**config.mk**
```make
export PLATFORM = sky130hd
export DESIGN_NAME = selftest_sequencer
export DESIGN_NICKNAME = d
export VERILOG_FILES = /design/src/rtl/selftest_pkg.sv /design/src/rtl/st_cmd_reg.sv /design/src/rtl/st_phase_seq.sv /design/src/rtl/st_status_enc.sv /design/src/rtl/st_activity_map.sv /design/src/rtl/selftest_sequencer.sv
export SDC_FILE = /design/constraint.sdc
export NUM_CORES = 1
export LEC_CHECK = 0
export ABC_AREA = 1
export CORE_UTILIZATION = 48
export CTS_CLUSTER_SIZE = 28
export DETAILED_ROUTE_END_ITERATION = 7
export PLACE_DENSITY = 0.79
export SYNTH_ARGS = -nofsm -noshare
export SYNTH_HDL_FRONTEND = slang
export SYNTH_HIERARCHICAL = 1
export SYNTH_SLANG_ARGS = --single-unit
```
**constraint.sdc**
```tcl
create_clock -name clk -period 2.3 [get_ports clk]
set_input_delay 0.46 -clock clk [delete_from_list [all_inputs] [get_ports clk]]
set_output_delay 0.46 -clock clk [all_outputs]
set_load 0.1 [all_outputs]
```
**src/rtl/selftest_pkg.sv**
```systemverilog
package selftest_pkg;

    typedef enum logic [1:0] {
        PH_IDLE = 2'd0,
        PH_PREP = 2'd1,
        PH_EXER = 2'd2,
        PH_EVAL = 2'd3
    } phase_e;

    // Command byte layout, MSB first
    typedef struct packed {
        logic rsvd;
        logic dbl_eval;
        logic dbl_exer;
        logic dbl_prep;
        logic inj_eval;
        logic inj_exer;
        logic abort;
        logic start;
    } cmd_t;

    localparam int LVL_W = 7;

    localparam int PWR_PREP  = 40;
    localparam int HEAT_PREP = 20;
    localparam int PWR_EXER  = 90;
    localparam int HEAT_EXER = 70;
    localparam int PWR_EVAL  = 50;
    localparam int HEAT_EVAL = 40;

endpackage

```
**src/rtl/st_cmd_reg.sv**
```systemverilog
module st_cmd_reg
    import selftest_pkg::*;
(
    input  logic       clk,
    input  logic       rst_n,
    input  logic       wr_i,
    input  logic [7:0] data_i,
    output cmd_t       cmd_o,
    output logic       fresh_o
);

    typedef struct packed {
        cmd_t cmd;
        logic fresh;
    } cmd_state_t;

    cmd_state_t st_d, st_q;

    always_comb begin
        st_d       = st_q;
        st_d.fresh = 1'b0;
        if (wr_i) begin
            st_d.cmd      = cmd_t'(data_i);
            st_d.cmd.rsvd = 1'b0;
            st_d.fresh    = 1'b1;
        end
    end

    always_ff @(posedge clk or negedge rst_n) begin
        if (!rst_n) begin
            st_q <= '0;
        end else begin
            st_q <= st_d;
        end
    end

    assign cmd_o   = st_q.cmd;
    assign fresh_o = st_q.fresh;

    AST_HOLD_WITHOUT_WR: assert property (@(posedge clk) disable iff (!rst_n)
        !wr_i |=> $stable(st_q.cmd));

endmodule

```
**src/rtl/st_phase_seq.sv**
```systemverilog
module st_phase_seq
    import selftest_pkg::*;
#(
    parameter int PREP_TICKS = 10,
    parameter int EXER_TICKS = 30,
    parameter int EVAL_TICKS = 20
) (
    input  logic       clk,
    input  logic       rst_n,
    input  cmd_t       cmd_i,
    input  logic       fresh_i,
    output phase_e     phase_o,
    output logic       phase_end_o,
    output logic       start_ev_o,
    output logic       abort_ev_o,
    output logic [1:0] inj_o
);

    localparam int MAX_A    = (PREP_TICKS > EXER_TICKS) ? PREP_TICKS : EXER_TICKS;
    localparam int MAX_BASE = (MAX_A > EVAL_TICKS) ? MAX_A : EVAL_TICKS;
    localparam int CNT_W    = $clog2(2 * MAX_BASE + 1);
    localparam int N_PHASES = 3;

    typedef struct packed {
        phase_e             phase;
        logic [CNT_W-1:0]   cnt;
        logic [N_PHASES-1:0] dbl;
        logic [1:0]         inj;
    } seq_state_t;

    seq_state_t st_d, st_q;

    // Last count value of each phase; index 0 prep, 1 exercise, 2 evaluation
    logic [CNT_W-1:0] last_cnt [N_PHASES];

    for (genvar g = 0; g < N_PHASES; g++) begin : g_limit
        localparam int BASE = (g == 0) ? PREP_TICKS : ((g == 1) ? EXER_TICKS : EVAL_TICKS);
        assign last_cnt[g] = st_q.dbl[g] ? CNT_W'(2 * BASE - 1) : CNT_W'(BASE - 1);
    end

    logic start_ev, abort_ev, at_end;

    always_comb begin
        start_ev = fresh_i && cmd_i.start && !cmd_i.abort && (st_q.phase == PH_IDLE);
        abort_ev = fresh_i && cmd_i.abort && (st_q.phase != PH_IDLE);
        unique case (st_q.phase)
            PH_PREP: at_end = (st_q.cnt == last_cnt[0]);
            PH_EXER: at_end = (st_q.cnt == last_cnt[1]);
            PH_EVAL: at_end = (st_q.cnt == last_cnt[2]);
            default: at_end = 1'b0;
        endcase
    end

    always_comb begin
        st_d = st_q;
        if (abort_ev) begin
            st_d.phase = PH_IDLE;
            st_d.cnt   = '0;
        end else if (start_ev) begin
            st_d.phase = PH_PREP;
            st_d.cnt   = '0;
            st_d.dbl   = {cmd_i.dbl_eval, cmd_i.dbl_exer, cmd_i.dbl_prep};
            st_d.inj   = {cmd_i.inj_eval, cmd_i.inj_exer};
        end else if (st_q.phase != PH_IDLE) begin
            if (at_end) begin
                st_d.cnt = '0;
                unique case (st_q.phase)
                    PH_PREP: st_d.phase = PH_EXER;
                    PH_EXER: st_d.phase = PH_EVAL;
                    default: st_d.phase = PH_IDLE;
                endcase
            end else begin
                st_d.cnt = st_q.cnt + CNT_W'(1);
            end
        end
    end

    always_ff @(posedge clk or negedge rst_n) begin
        if (!rst_n) begin
            st_q <= '{phase: PH_IDLE, cnt: '0, dbl: '0, inj: '0};
        end else begin
            st_q <= st_d;
        end
    end

    assign phase_o     = st_q.phase;
    assign phase_end_o = at_end;
    assign start_ev_o  = start_ev;
    assign abort_ev_o  = abort_ev;
    assign inj_o       = st_q.inj;

    AST_ABORT_TO_IDLE: assert property (@(posedge clk) disable iff (!rst_n)
        abort_ev |=> (st_q.phase == PH_IDLE));

    AST_PREP_STEP: assert property (@(posedge clk) disable iff (!rst_n)
        (st_q.phase == PH_PREP && !abort_ev) |=> (st_q.phase == PH_PREP || st_q.phase == PH_EXER));

    AST_START_FROM_ZERO: assert property (@(posedge clk) disable iff (!rst_n)
        start_ev |=> (st_q.phase == PH_PREP && st_q.cnt == '0));

endmodule

```
**src/rtl/st_status_enc.sv**
```systemverilog
module st_status_enc
    import selftest_pkg::*;
(
    input  logic       clk,
    input  logic       rst_n,
    input  phase_e     phase_i,
    input  logic       phase_end_i,
    input  logic       start_ev_i,
    input  logic       abort_ev_i,
    input  logic [1:0] inj_i,
    output logic [7:0] status_o
);

    typedef struct packed {
        logic passed;
        logic aborted;
        logic err_exer;
        logic err_eval;
    } flags_t;

    flags_t fl_d, fl_q;

    always_comb begin
        fl_d = fl_q;
        if (start_ev_i) begin
            fl_d = '0;
        end else if (abort_ev_i) begin
            fl_d.aborted = 1'b1;
        end else if (phase_end_i) begin
            if (phase_i == PH_EXER && inj_i[0]) begin
                fl_d.err_exer = 1'b1;
            end
            if (phase_i == PH_EVAL) begin
                fl_d.err_eval = inj_i[1];
                fl_d.passed   = !fl_q.err_exer && !inj_i[1];
            end
        end
    end

    always_ff @(posedge clk or negedge rst_n) begin
        if (!rst_n) begin
            fl_q <= '0;
        end else begin
            fl_q <= fl_d;
        end
    end

    logic running;
    assign running  = (phase_i != PH_IDLE);
    assign status_o = {3'b000, fl_q.err_eval, fl_q.err_exer, fl_q.aborted, running, fl_q.passed};

    AST_PASS_CLEAN: assert property (@(posedge clk) disable iff (!rst_n)
        fl_q.passed |-> (!fl_q.err_exer && !fl_q.err_eval));

    AST_RUN_FRESH_FLAGS: assert property (@(posedge clk) disable iff (!rst_n)
        (phase_i != PH_IDLE) |-> (!fl_q.passed && !fl_q.aborted));

endmodule

```
**src/rtl/st_activity_map.sv**
```systemverilog
module st_activity_map
    import selftest_pkg::*;
(
    input  phase_e           phase_i,
    output logic [LVL_W-1:0] power_o,
    output logic [LVL_W-1:0] heat_o
);

    always_comb begin
        unique case (phase_i)
            PH_PREP: begin
                power_o = LVL_W'(PWR_PREP);
                heat_o  = LVL_W'(HEAT_PREP);
            end
            PH_EXER: begin
                power_o = LVL_W'(PWR_EXER);
                heat_o  = LVL_W'(HEAT_EXER);
            end
            PH_EVAL: begin
                power_o = LVL_W'(PWR_EVAL);
                heat_o  = LVL_W'(HEAT_EVAL);
            end
            default: begin
                power_o = '0;
                heat_o  = '0;
            end
        endcase
    end

endmodule

```
**src/rtl/selftest_sequencer.sv**
```systemverilog
module selftest_sequencer
    import selftest_pkg::*;
#(
    parameter int PREP_TICKS = 10,
    parameter int EXER_TICKS = 30,
    parameter int EVAL_TICKS = 20
) (
    input  logic       clk,
    input  logic       rst_n,
    input  logic       ctrl_wr_i,
    input  logic [7:0] ctrl_data_i,
    output logic [7:0] status_o,
    output logic [6:0] power_o,
    output logic [6:0] heat_o
);

    cmd_t       cmd;
    logic       fresh;
    phase_e     phase;
    logic       phase_end;
    logic       start_ev;
    logic       abort_ev;
    logic [1:0] inj;

    st_cmd_reg u_cmd (
        .clk     (clk),
        .rst_n   (rst_n),
        .wr_i    (ctrl_wr_i),
        .data_i  (ctrl_data_i),
        .cmd_o   (cmd),
        .fresh_o (fresh)
    );

    st_phase_seq #(
        .PREP_TICKS (PREP_TICKS),
        .EXER_TICKS (EXER_TICKS),
        .EVAL_TICKS (EVAL_TICKS)
    ) u_seq (
        .clk         (clk),
        .rst_n       (rst_n),
        .cmd_i       (cmd),
        .fresh_i     (fresh),
        .phase_o     (phase),
        .phase_end_o (phase_end),
        .start_ev_o  (start_ev),
        .abort_ev_o  (abort_ev),
        .inj_o       (inj)
    );

    st_status_enc u_status (
        .clk         (clk),
        .rst_n       (rst_n),
        .phase_i     (phase),
        .phase_end_i (phase_end),
        .start_ev_i  (start_ev),
        .abort_ev_i  (abort_ev),
        .inj_i       (inj),
        .status_o    (status_o)
    );

    st_activity_map u_act (
        .phase_i (phase),
        .power_o (power_o),
        .heat_o  (heat_o)
    );

    AST_IDLE_QUIET: assert property (@(posedge clk) disable iff (!rst_n)
        !status_o[1] |-> (power_o == '0 && heat_o == '0));

endmodule

```
* Word-level counts from Yosys, hierarchy flattened
Cells that the tools add are included.
** Storage, ports and cells
- Bits in registers :: 25
- Output and inout port bits :: 22
** Cells by class
- $add $sub $neg :: 1
- Equal/unequal tests :: 7
- Multiplexer cells :: 22
- Bitwise gates (word level) :: 1
- Reduce and logical (&&, ||, !) cells :: 22
** Operators with widths (count)
- $pmux 7 s3 :: 2
- $mux 8 :: 3
- $eq 6x6->1 :: 3
- $mux 6 :: 3
- $reduce_bool 2->1 :: 5
- $logic_and 1x1->1 :: 7
- $mux 1 :: 7
- $add 6x1->6 const B :: 1
- $mux 2 :: 3
- $reduce_and 3->1 :: 2
- $reduce_bool 3->1 :: 2
- $mux 5 :: 1
- $eq 2x2->1 const B :: 2
- $mux 4 :: 1
- $pmux 2 s2 :: 1
- $reduce_and 2->1 :: 2
- $logic_not 1->1 :: 3
- $pmux 1 s3 :: 1
- $eq 2x1->1 const B :: 1
- $logic_not 2->1 :: 1
- $ne 2x2->1 const B :: 1
- $not 1->1 :: 1

* Logic depth before layout (Yosys ltp)
Gate-level depths: netlist of run 1.
- Depth after elaboration :: 7
- Gate-level depth with buffers :: 14
- Depth with buffers taken out :: 14

* Cells and area by module
The synthesis of run 1 kept the hierarchy.
** Modules (own cells, without submodules)
- st_phase_seq :: instances 1, cells each 121, area each 903.4 µm²
- st_cmd_reg :: instances 1, cells each 33, area each 305.3 µm²
- st_status_enc :: instances 1, cells each 39, area each 259.0 µm²
- st_activity_map :: instances 1, cells each 20, area each 160.2 µm²

* Worst setup path after synthesis of run 1
Ideal clock, no wire load.
- Path type :: register to output
- Start :: register u_seq.st_q (netlist bit u_seq/phase_o[1])
- End :: output power_o[5]
- Data arrival time :: 2.826 ns
- Setup slack :: -0.986 ns
- Cell stages (with the launch flop) :: 6
- Path buffers :: 1
- Cells stage by stage :: dfrtp_1 -> buf_4 -> inv_1 -> ha_1 -> nor2_1 -> nor2_1
** Between the ends
- Longest elaborated chain between the ends :: 2
- Elaborated cells between the ends (all ways) :: 4
- Those cells by class :: eq/ne: 3; mux: 1
** Ends and longest elaborated chain
- start: declaration :: line st_phase_seq.sv:31 : seq_state_t st_d, st_q;
- start signal: assignment :: line st_phase_seq.sv:80 : st_q <= '{phase: PH_IDLE, cnt: '0, dbl: '0, inj: '0};
- start signal: assignment :: line st_phase_seq.sv:82 : st_q <= st_d;
- $eq 2x2->1 / $eq 2x1->1 (equally long branches) :: line st_activity_map.sv:10 : unique case (phase_i)
- $pmux 7 s3 * :: line st_activity_map.sv:10
- end: declaration :: line selftest_sequencer.sv:13 : output logic [6:0] power_o,
Mark *: on every way between the ends. The rest lies on a longest branch, timed or not.

* Worst setup path after layout of run 1
- Start :: register u_seq.st_q (netlist bit u_seq/phase_o[0])
- End :: output power_o[4]
The elaborated chain is that of the path after synthesis.

==> results of run 1 <==
==> where the power goes <==
part           switching (mW)  total [mW]  internal [mW]
registers               0.104       0.662          0.559
logic                    1.36        2.00          0.639
clock network           0.128       0.193         0.0652
total                    1.59        2.85           1.26
==> registers in the layout, summed over array words and instances (netlist names) <==
name and cells:
u_seq/st_q 9, u_cmd/cmd_o 7, u_status/status_o 4, u_seq/inj_o 2, u_seq/phase_o 2, u_cmd/fresh_o 1
==> area by class of cell <==
type	count	area (um^2)
Multi-Input combinational cell	144	781
Timing Repair Buffer	28	383
Inverter	29	109
Sequential cell	25	626
Fill cell	289	1150
Tap cell	44	55.1
Clock buffer	3	22.5
Clock inverter	1	5.00
==> worst max path at each step <==
stage	slack, ns	from	to
finish	0.08	u_seq/phase_o[0]	power_o[4]
global route	0.002	u_seq/phase_o[0]	power_o[4]
CTS	0.05	u_seq/phase_o[0]	power_o[4]
detailed placement	0.33	u_seq/phase_o[0]	u_status/status_o[0]
global placement	0.39	u_seq/phase_o[0]	u_status/status_o[0]
floorplan	0.01	u_seq/phase_o[1]	power_o[5]
==> worst max-delay path, stage by stage (launching register included) <==
cell	delay (ns)
dfrtp_1	0.48
buf_4	0.18
inv_1	0.08
ha_1	0.19
or2_2	0.33
buf_12	0.18
==> per-layer routing <==
layer / track usage / up-vias
met2: 0.308 / 29
met3: 0.0260 / 5
met1: 0.215 / 574
met5: 0 / -
li1: - / 666
met4: 0.0797 / 0
==> metrics by stage <==
step           hold slack (ns)  std cells  area, um^2
2_1_floorplan            0.164        215        1650
3_3_place_gp             0.455        270        1950
3_5_place_dp             0.459        270        1950
4_1_cts                  0.475        274        1980
5_1_grt                  0.494        274        1980
6_report                 0.474        274        1980
==> results.txt, run 1 <==
The flow ran to the end, and the final reports show no timing, DRC or antenna violations. The number of setup violations in the final report is 0. The largest vdd supply drop is 489 uV. The start-to-end type of the worst setup path is reg -> out. During synthesis, Yosys emitted a total of 6 warnings. In the layout the commonest cells are nand2_1 (69), dfrtp_1 (25), inv_1 (22), nand3_1 (16), nor2_1 (13). The arrival time at the worst endpoint is 1.76 ns. The post-CTS setup buffer count came out at 0.

The deepest clock path buffer count came out at 2. The count of hold buffers inserted by post-cts repair came out at 0. The areal power density over the cells is 1440 mW/mm^2. The count of H-tree levels built during CTS is 1. The reported max-cap violation count is 0. The area growth from synthesis to layout is 22.5%.

The maximum clock frequency came out at 450 MHz. The die boundary height is 60.0 um. The routed design has 2.68 mm of wire. The width of the chip is 60.0 um.

The slack of the worst reg-to-reg path came out at 0.32 ns. The clock sink total is 25. The worst setup path is captured at an output port. The data required time of the critical path is 1.84 ns.

The core occupancy in the finished layout is 0.633. Prior to clock tree synthesis, the placed netlist has a worst setup slack of 0.332 ns. The end of the worst register-to-register path is u_status/status_o[0]. The count of boundary I/O pins came out at 33. In the final layout, the share of cells above drive strength 1 is 0.200. The amount of wire on met3 after detailed routing came out at 89 um. The effective utilization at floorplan is 0.517. The number of antenna violations at the first check in global routing came out at 0.

The tree is rooted in a clkbuf_4. Setup slack on the critical path of the routed design comes to 0.0779 ns. The last weighted congestion value of the routability-driven placer is 0.881. The length in cells of the worst reg-to-reg path is 14.

The mean instance size in the synthesized netlist is 7.66 um^2. The number of DRC violations after detailed-routing iteration 0 came out at 28. The sum of negative setup slack came out at 0 ns. The number of standard cells after synthesis came out at 211. The share of the clock period used by the worst path after layout is 0.966. The core outline area is 0.00313 mm^2.

For the worst-skew pair, the clock arrives at the later sink with an insertion delay of 0.32 ns. The total chip power is 2.85 mW. The analysis attributes to cell leakage a power of 1.05 nW. The largest clock skew in the final design came out at 0.00803 ns.

The number of buffer cells added on primary ports came out at 25. The library cell used most frequently in the layout, excluding fill and tap cells, is nand2_1. The highest layer touched by signal routing is met4. The worst hold path belongs to the class in -> async. For this run the aggregate overflow at the end of global routing stands at 0. The worst register-to-register path begins at u_seq/phase_o[0]. The total global routing track utilization came out at 0.177. In this run the core area contains 20 standard-cell rows.

The post-layout net count is 253. The netlist area before placement came out at 0.00162 mm^2. The post-DP HPWL came out at 2.22 mm. The number of nets with antenna violations after routing is 0. The clock tree from TritonCTS is built.

The number of max-slew violations in the final report is 0. The length of routed wiring on met1 came out at 1.25 mm. Setup repair after global routing left no endpoint under its margin. The biggest fanout along the worst timing path is 7. The via count of the first global-routing pass is 1196. The number of vias in the routed layout came out at 1274.

The first global-routing pass estimated 4.77 mm of wire. The startpoint kind of the worst setup timing path is a flip-flop. The post-cts repair resize count is 0. The clock slew at the register clock pins of the worst setup and hold paths is 0.13 ns. In this run, CTS created clock tree buffers numbering 3. Using the TritonRoute via totals, the vias-per-cell ratio works out to 4.65.

Entering global routing, the biggest net connects 26 pins. The met2 wire length came out at 1.29 mm. The first-pass iteration count of the detailed router came out at 4.

The repair_antennas step left the layout with diodes totalling 0. The number of design rule violations left after detail routing came out at 0. Dividing the detail-routed wire length by the instance count gives 9.79 um.

The number of hold-slack violations in the final timing report is 0. The time the worst path needs with I/O delays and setup came out at 2.22 ns. The area of the die is 0.00360 mm^2.
No activity file was read; power rests on OpenSTA's default activity.
==> inputs of run 2 (changes only) <==
==> constraint.sdc (replaced) <==
create_clock -name clk -period 2.3 [get_ports clk]
set_input_delay 0.46 -clock clk [delete_from_list [all_inputs] [get_ports clk]]
set_output_delay 0.46 -clock clk [all_outputs]
set_load 0.005 [all_outputs]
==> run 2 against run 1 <==
Compared with the run above:
- clock-buffer cell count did not move
- register-to-register slack got worse by 0.09 ns
- fmax rose by 2.8%
- worst hold slack improved by 0.0030 ns
- cell count rose by 0.73%
- via count rose by 0.78%
- wire length fell by 2.3%
- power fell by 37%
- sequential power barely moved
- critical endpoint unchanged
==> results.txt, run 2 (same netlist as run 1, synthesis figures left out) <==
The run finished with clean final reports. From left edge to right edge, the die measures 60.0 um. In the layout the commonest cells are nand2_1 (69), clkdlybuf4s50_1 (25), dfrtp_1 (23), inv_1 (22), nand3_1 (16).

The post-layout net count is 255. Data on the critical path arrives at its endpoint at 1.70 ns. The total global routing track utilization came out at 0.172. The last weighted congestion value of the routability-driven placer came out at 0.849. The number of max-slew violations in the final report came out at 0. After detailed routing, the number of vias per cell comes to 4.65.

The fraction of final layout cells sized beyond drive strength 1 came out at 0.125. The number of design rule violations left after detail routing came out at 0. The clock net in this run drives a total of 25 sinks. Dividing the final minimum period by the clock period gives 0.940. The count of H-tree levels built during CTS is 1.

The post-DP HPWL is 2.07 mm. Input and output buffers added on the ports amount to 25. The reported max-cap violation count is 0. STA classifies the critical path endpoint as an output port.

The detailed router finished its first iteration with 23 violations. The tree is rooted in a clkbuf_4. The area growth from synthesis to layout is 16.6%. Setup total negative slack on the finished layout was measured at 0 ns.

Ranked by flip-flop count, first place goes to u_seq/st_q. The static leakage is 0.996 nW. The number of placement rows is 20. The effective utilization at floorplan is 0.517. The worst slack at placement is 0.209 ns. The startpoint kind of the worst setup timing path is a flip-flop.

TritonCTS built the clock tree. The number of hold-slack violations in the final timing report is 0. The most common library cell in the layout ignoring fill and taps is nand2_1. The number of nets with antenna violations after routing came out at 0.

The final instance area is 0.00189 mm^2. The first-pass GRT wire length came out at 4.56 mm. The final critical-path setup slack is 0.138 ns. The number of flip-flops under the largest register name is 9.

The start-to-end type of the worst setup path is reg -> out. The sum of routed wire length over all layers is 2.62 mm. The fill cell instance count of the final layout is 281. The number of setup violations in the final report came out at 0. The path type of the worst min-delay path is in -> async. The biggest fanout along the worst timing path came out at 5. The number of vias in the routed layout is 1284.

The maximum clock frequency is 462 MHz. The via count of the first global-routing pass came to 1134. The largest vdd supply drop is 388 uV. The area of the die is 0.00360 mm^2. The die boundary height is 60.0 um. The clock slew at the register clock pins of the worst setup and hold paths is 0.14 ns. The repair_antennas step left the layout with diodes totalling 0. The longest clock path from root to sink contains 2 buffers. The clock latency on the worst-skew pair is 0.32 ns.

The count of hold buffers inserted by post-cts repair is 0. The number of antenna violations at the first check in global routing was 0. The first-pass iteration count of the detailed router is 4.

The largest clock skew in the final design came out at 0.00629 ns. The total CTS buffers is 3. The routed wirelength normalized by instance count is 9.49 um. The aggregate global routing overflow is 0.

The standard cell area after detailed placement is 0.00181 mm^2. The total area inside the core boundary comes to 0.00313 mm^2. The time the worst path needs with I/O delays and setup is 2.16 ns. At the worst endpoint, the required time is 1.84 ns. The count of boundary I/O pins came out at 33. The areal power density over the cells is 955 mW/mm^2. The maximum number of pins on one net before global-route repair came out at 26. Setup repair after global routing left no endpoint under its margin.
[run 2: changes by cell type in the layout (fill, tap and decap cells not counted), sizes merged]
cell | previous run | this run
clkdlybuf4s50 | 9 | 25
buf | 19 | 5
[run 2: per-layer routing]
metal  up-vias  routed length (um)  GRT usage
met5         -                   0          0
met4         0                  58      0.103
met3         6                  82     0.0303
met2        34                1270      0.281
met1       572                1210      0.212
li1        672                   -          -
[run 2: what timing repair did]
item                                   4_1_cts  5_1_grt
resized for setup                            2        0
setup endpoints to repair                    5        5
pin swaps                                    0        0
endpoints found under the hold margin        0        0
setup buffers                                0        4
gates cloned                                 0        0
[run 2: critical path, stage by stage, from the launching register on]
cell and delay (ns):
dfrtp_2 0.45, inv_1 0.09, ha_1 0.19, or2_1 0.21, clkdlybuf4s50_1 0.44
[run 2: final timing paths]
kind                                  start  slack, ns  cells past startpoint                    to
min in group clk             u_cmd/cmd_o[4]       0.49                      2        u_cmd/cmd_o[4]
max in group asynchronous             rst_n       1.57                      2      u_seq/phase_o[0]
hold / removal                        rst_n       0.48                      2        u_cmd/cmd_o[5]
setup / recovery           u_seq/phase_o[0]       0.14                      4            power_o[4]
setup reg to reg           u_seq/phase_o[1]       0.23                     14  u_status/status_o[0]
hold reg to reg              u_cmd/cmd_o[4]       0.49                      2        u_cmd/cmd_o[4]
[run 2: final cells by class]
type                       count  area, um^2  share of cell area
clock buffer                   3        22.5              0.0119
clock inverter                 1        5.00             0.00265
inverter                      29         109              0.0577
multi-input combinational    144         766               0.406
sequential                    25         628               0.333
tap                           44        55.1              0.0292
timing repair buffer          30         300               0.159
[run 2: where the power goes]
part | total (mW) | internal, mW | leakage [nW] | switching [mW]
Combinational | 0.944 | 0.465 | 0.662 | 0.479
Sequential | 0.662 | 0.561 | 0.317 | 0.101
Clock | 0.195 | 0.0651 | 0.0177 | 0.130
Total | 1.80 | 1.09 | 0.996 | 0.710
[run 2: metrics by stage]
stage / total power, mW / std cells / hold WS, ns / utilization
6_report: 1.80 / 276 / 0.477 / 0.603
5_1_grt: 1.98 / 276 / 0.497 / 0.603
4_1_cts: 1.77 / 272 / 0.488 / 0.589
3_5_place_dp: 1.57 / 268 / 0.460 / 0.580
3_3_place_gp: 1.53 / 268 / 0.455 / 0.580
2_1_floorplan: 1.32 / 215 / 0.164 / -
==> inputs of run 3 (changes only) <==
--- a/config.mk
+++ b/config.mk
@@ -7,6 +7,7 @@
 export LEC_CHECK = 0
 export ABC_AREA = 1
 export CORE_UTILIZATION = 48
+export CTS_BUF_LIST = sky130_fd_sc_hd__clkbuf_2
 export CTS_CLUSTER_SIZE = 28
 export DETAILED_ROUTE_END_ITERATION = 7
 export PLACE_DENSITY = 0.79
==> run 3 against run 2 <==
Compared with the run above:
- flip-flop and latch count unchanged
- core utilization decreased by 0.16 points
- clock skew increased by 0.0015 ns
- register-to-register slack about the same
- critical endpoint unchanged
- largest cell class unchanged
==> results.txt, run 3 (same netlist as run 1, synthesis figures left out) <==
The number of hold-slack violations in the final timing report is 0. The largest vdd supply drop came out at 388 uV. The top cell types in the final layout, fill and taps aside, are nand2_1 (69), dfrtp_1 (23), clkdlybuf4s50_1 (22), inv_1 (21), nand3_1 (16).

The via count of the first global-routing pass is 1143. The last weighted congestion value of the routability-driven placer came out at 0.849. STA classifies the critical path startpoint as a flip-flop. The number of nets with antenna violations after routing is 0.

The switching power share of the total is 0.401. The clock group share of total power is 0.094. The total CTS buffers came out at 3. Row generation in the floorplan step produced 20 rows.

The data required time of the critical path is 1.84 ns. The reported max-cap violation count came out at 0. The number of buffer cells added on primary ports came out at 25. TritonCTS built the clock tree. The tree built by TritonCTS fans out to 25 sinks.

The initial utilization of the core area, before any placement, comes to 0.517. The maximum clock frequency is 460 MHz. The biggest fanout along the worst timing path is 7.

Before antenna repair, the detailed router went through 4 iterations. The most common library cell in the layout ignoring fill and taps is nand2_1. The number of antenna violations at the first check in global routing came out at 0. The number of vias in the routed layout came out at 1279.

Setup repair after global routing left no endpoint under its margin. The area of the die is 0.00360 mm^2. The path type of the worst min-delay path is in -> async. The register with the most flip-flops in the layout has 9 of them. The deepest clock path buffer count came out at 2. The first-pass GRT wire length is 4.60 mm.

The sum of routed wire length over all layers is 2.59 mm. The total global routing track utilization came out at 0.171. The number of DRC violations after detailed-routing iteration 0 is 19. The clock arrives with 0.00778 ns of skew.

The root buffer cell chosen for the clock tree is clkbuf_2. The count of hold buffers inserted by post-cts repair came out at 0. The width of the chip came out at 60.0 um. The fraction of power consumed by sequential logic is 0.375. The total chip power came out at 1.76 mW. The area growth from synthesis to layout came out at 16.3%. For this design the ratio of total power to cell area is 934 mW/mm^2. The flow ran to the end, and the final reports show no timing, DRC or antenna violations. The combined area of the multi-input logic cells came out at 766 um^2. Counting cells, the worst reg-to-reg path comes to 14. The core outline area is 0.00313 mm^2. Of the total power, combinational logic draws 0.531. Internal power comes to 1.05 mW. Summed over all nets, the switching power comes to 0.704 mW. The aggregate global routing overflow came out at 0.

Data on the critical path arrives at its endpoint at 1.71 ns. The number of design rule violations left after detail routing came out at 0. The sum of negative setup slack is 0 ns.

The worst setup path is of the reg -> out kind. After legalization and detailed placement, the total HPWL measured 2.07 mm. The later pin in the worst-skew pair is clocked with a latency of 0.34 ns.

0 antenna diodes ended up in the layout. The static leakage came out at 1.04 nW. The count of boundary I/O pins came out at 33. The slowest stage of the critical path is the dfrtp_2 cell. Summing all flip-flop and latch instances after layout gives 628 um^2.

The die boundary height came out at 60.0 um. The core occupancy in the finished layout is 0.601. Clock-pin slew was measured on the worst setup and hold paths at 0.22 ns.

The routed wirelength normalized by instance count came out at 9.34 um. The register with the most flip-flops in the final layout is u_seq/st_q. The hold slack came out at 0.434 ns. The delay of the slowest cell on the worst path came out at 0.50 ns.

The time the worst path needs with I/O delays and setup is 2.17 ns. The number of max-slew violations in the final report came out at 0. The share of the clock period used by the worst path after layout came out at 0.945. The post-layout net count came out at 256.

The post-detailed-route via-to-cell ratio came out at 4.62. In the final layout, the share of cells above drive strength 1 is 0.133. The signal on the critical path passes through ha_1 -> or2_1 -> clkdlybuf4s50_1. The number of setup violations in the final report came out at 0. CTS built an H-tree with a depth of 1.

Entering global routing, the biggest net connects 26 pins. The type of destination of the critical path is an output port. The fill cell instance count of the final layout is 281.
-- run 3: cell count changes in the layout (fill, tap and decap cells not counted), sizes merged --
cell,previous run,this run
buf,5,6
clkdlybuf4s50,25,22
dlymetal6s2s,0,3
-- run 3: critical path, delay by kind of cell, from the launching register on --
kind                       cells  cell delay [ns]
adders and majority gates      1             0.20
and+or+nand+nor                1             0.23
buffers and inverters          1             0.44
DFF                            1             0.50
-- run 3: per-layer routing --
| metal | wire length [um] | track usage | vias up | share of wire |
|---|---|---|---|---|
| met5 | 0 | 0 | - | 0 |
| met4 | 66 | 0.0831 | 0 | 0.026 |
| met3 | 76 | 0.0303 | 8 | 0.029 |
| met2 | 1260 | 0.287 | 29 | 0.49 |
| met1 | 1180 | 0.212 | 574 | 0.46 |
| li1 | - | - | 668 | - |
-- run 3: power by group through the flow --
stage               registers, mW  logic, mW  clock network, mW
global route                0.675       1.07              0.201
CTS                         0.672      0.908              0.174
detailed placement          0.690      0.879                  0
global placement            0.685      0.847                  0
finish                      0.659      0.932              0.165
floorplan                   0.647      0.677                  0
-- run 3: timing repair --
action | 4_1_cts | 5_1_grt
gates resized for setup | 2 | 4
setup endpoints to repair | 6 | 5
hold endpoints to repair | 0 | 0
buffers inserted | 2 | 3
-- run 3: final timing paths --
kind | startpoint | endpoint | slack [ns]
max in group asynchronous | rst_n | u_seq/phase_o[0] | 1.62
worst max-delay path | u_seq/phase_o[1] | power_o[4] | 0.13
worst max register to register | u_seq/phase_o[1] | u_status/status_o[0] | 0.24
worst min register to register | u_cmd/cmd_o[4] | u_cmd/cmd_o[4] | 0.50
worst min-delay path | rst_n | u_cmd/cmd_o[5] | 0.43
min in group clk | u_cmd/cmd_o[4] | u_cmd/cmd_o[4] | 0.50
-- run 3: area by class of cell --
class	instances	share of cell area
timing repair buffer	31	0.161
sequential	25	0.334
clock buffer	3	0.00798
tap	44	0.0293
inverter	29	0.0579
multi-input combinational	144	0.407
clock inverter	1	0.00266
-- run 3: through the flow --
stage,instances,cell area (um^2),setup slack [ns]
floorplan,215,1630,0.590
global placement,268,1810,0.271
detailed placement,268,1810,0.209
CTS,274,1850,0.00448
global route,277,1880,0.00850
finish,277,1880,0.126
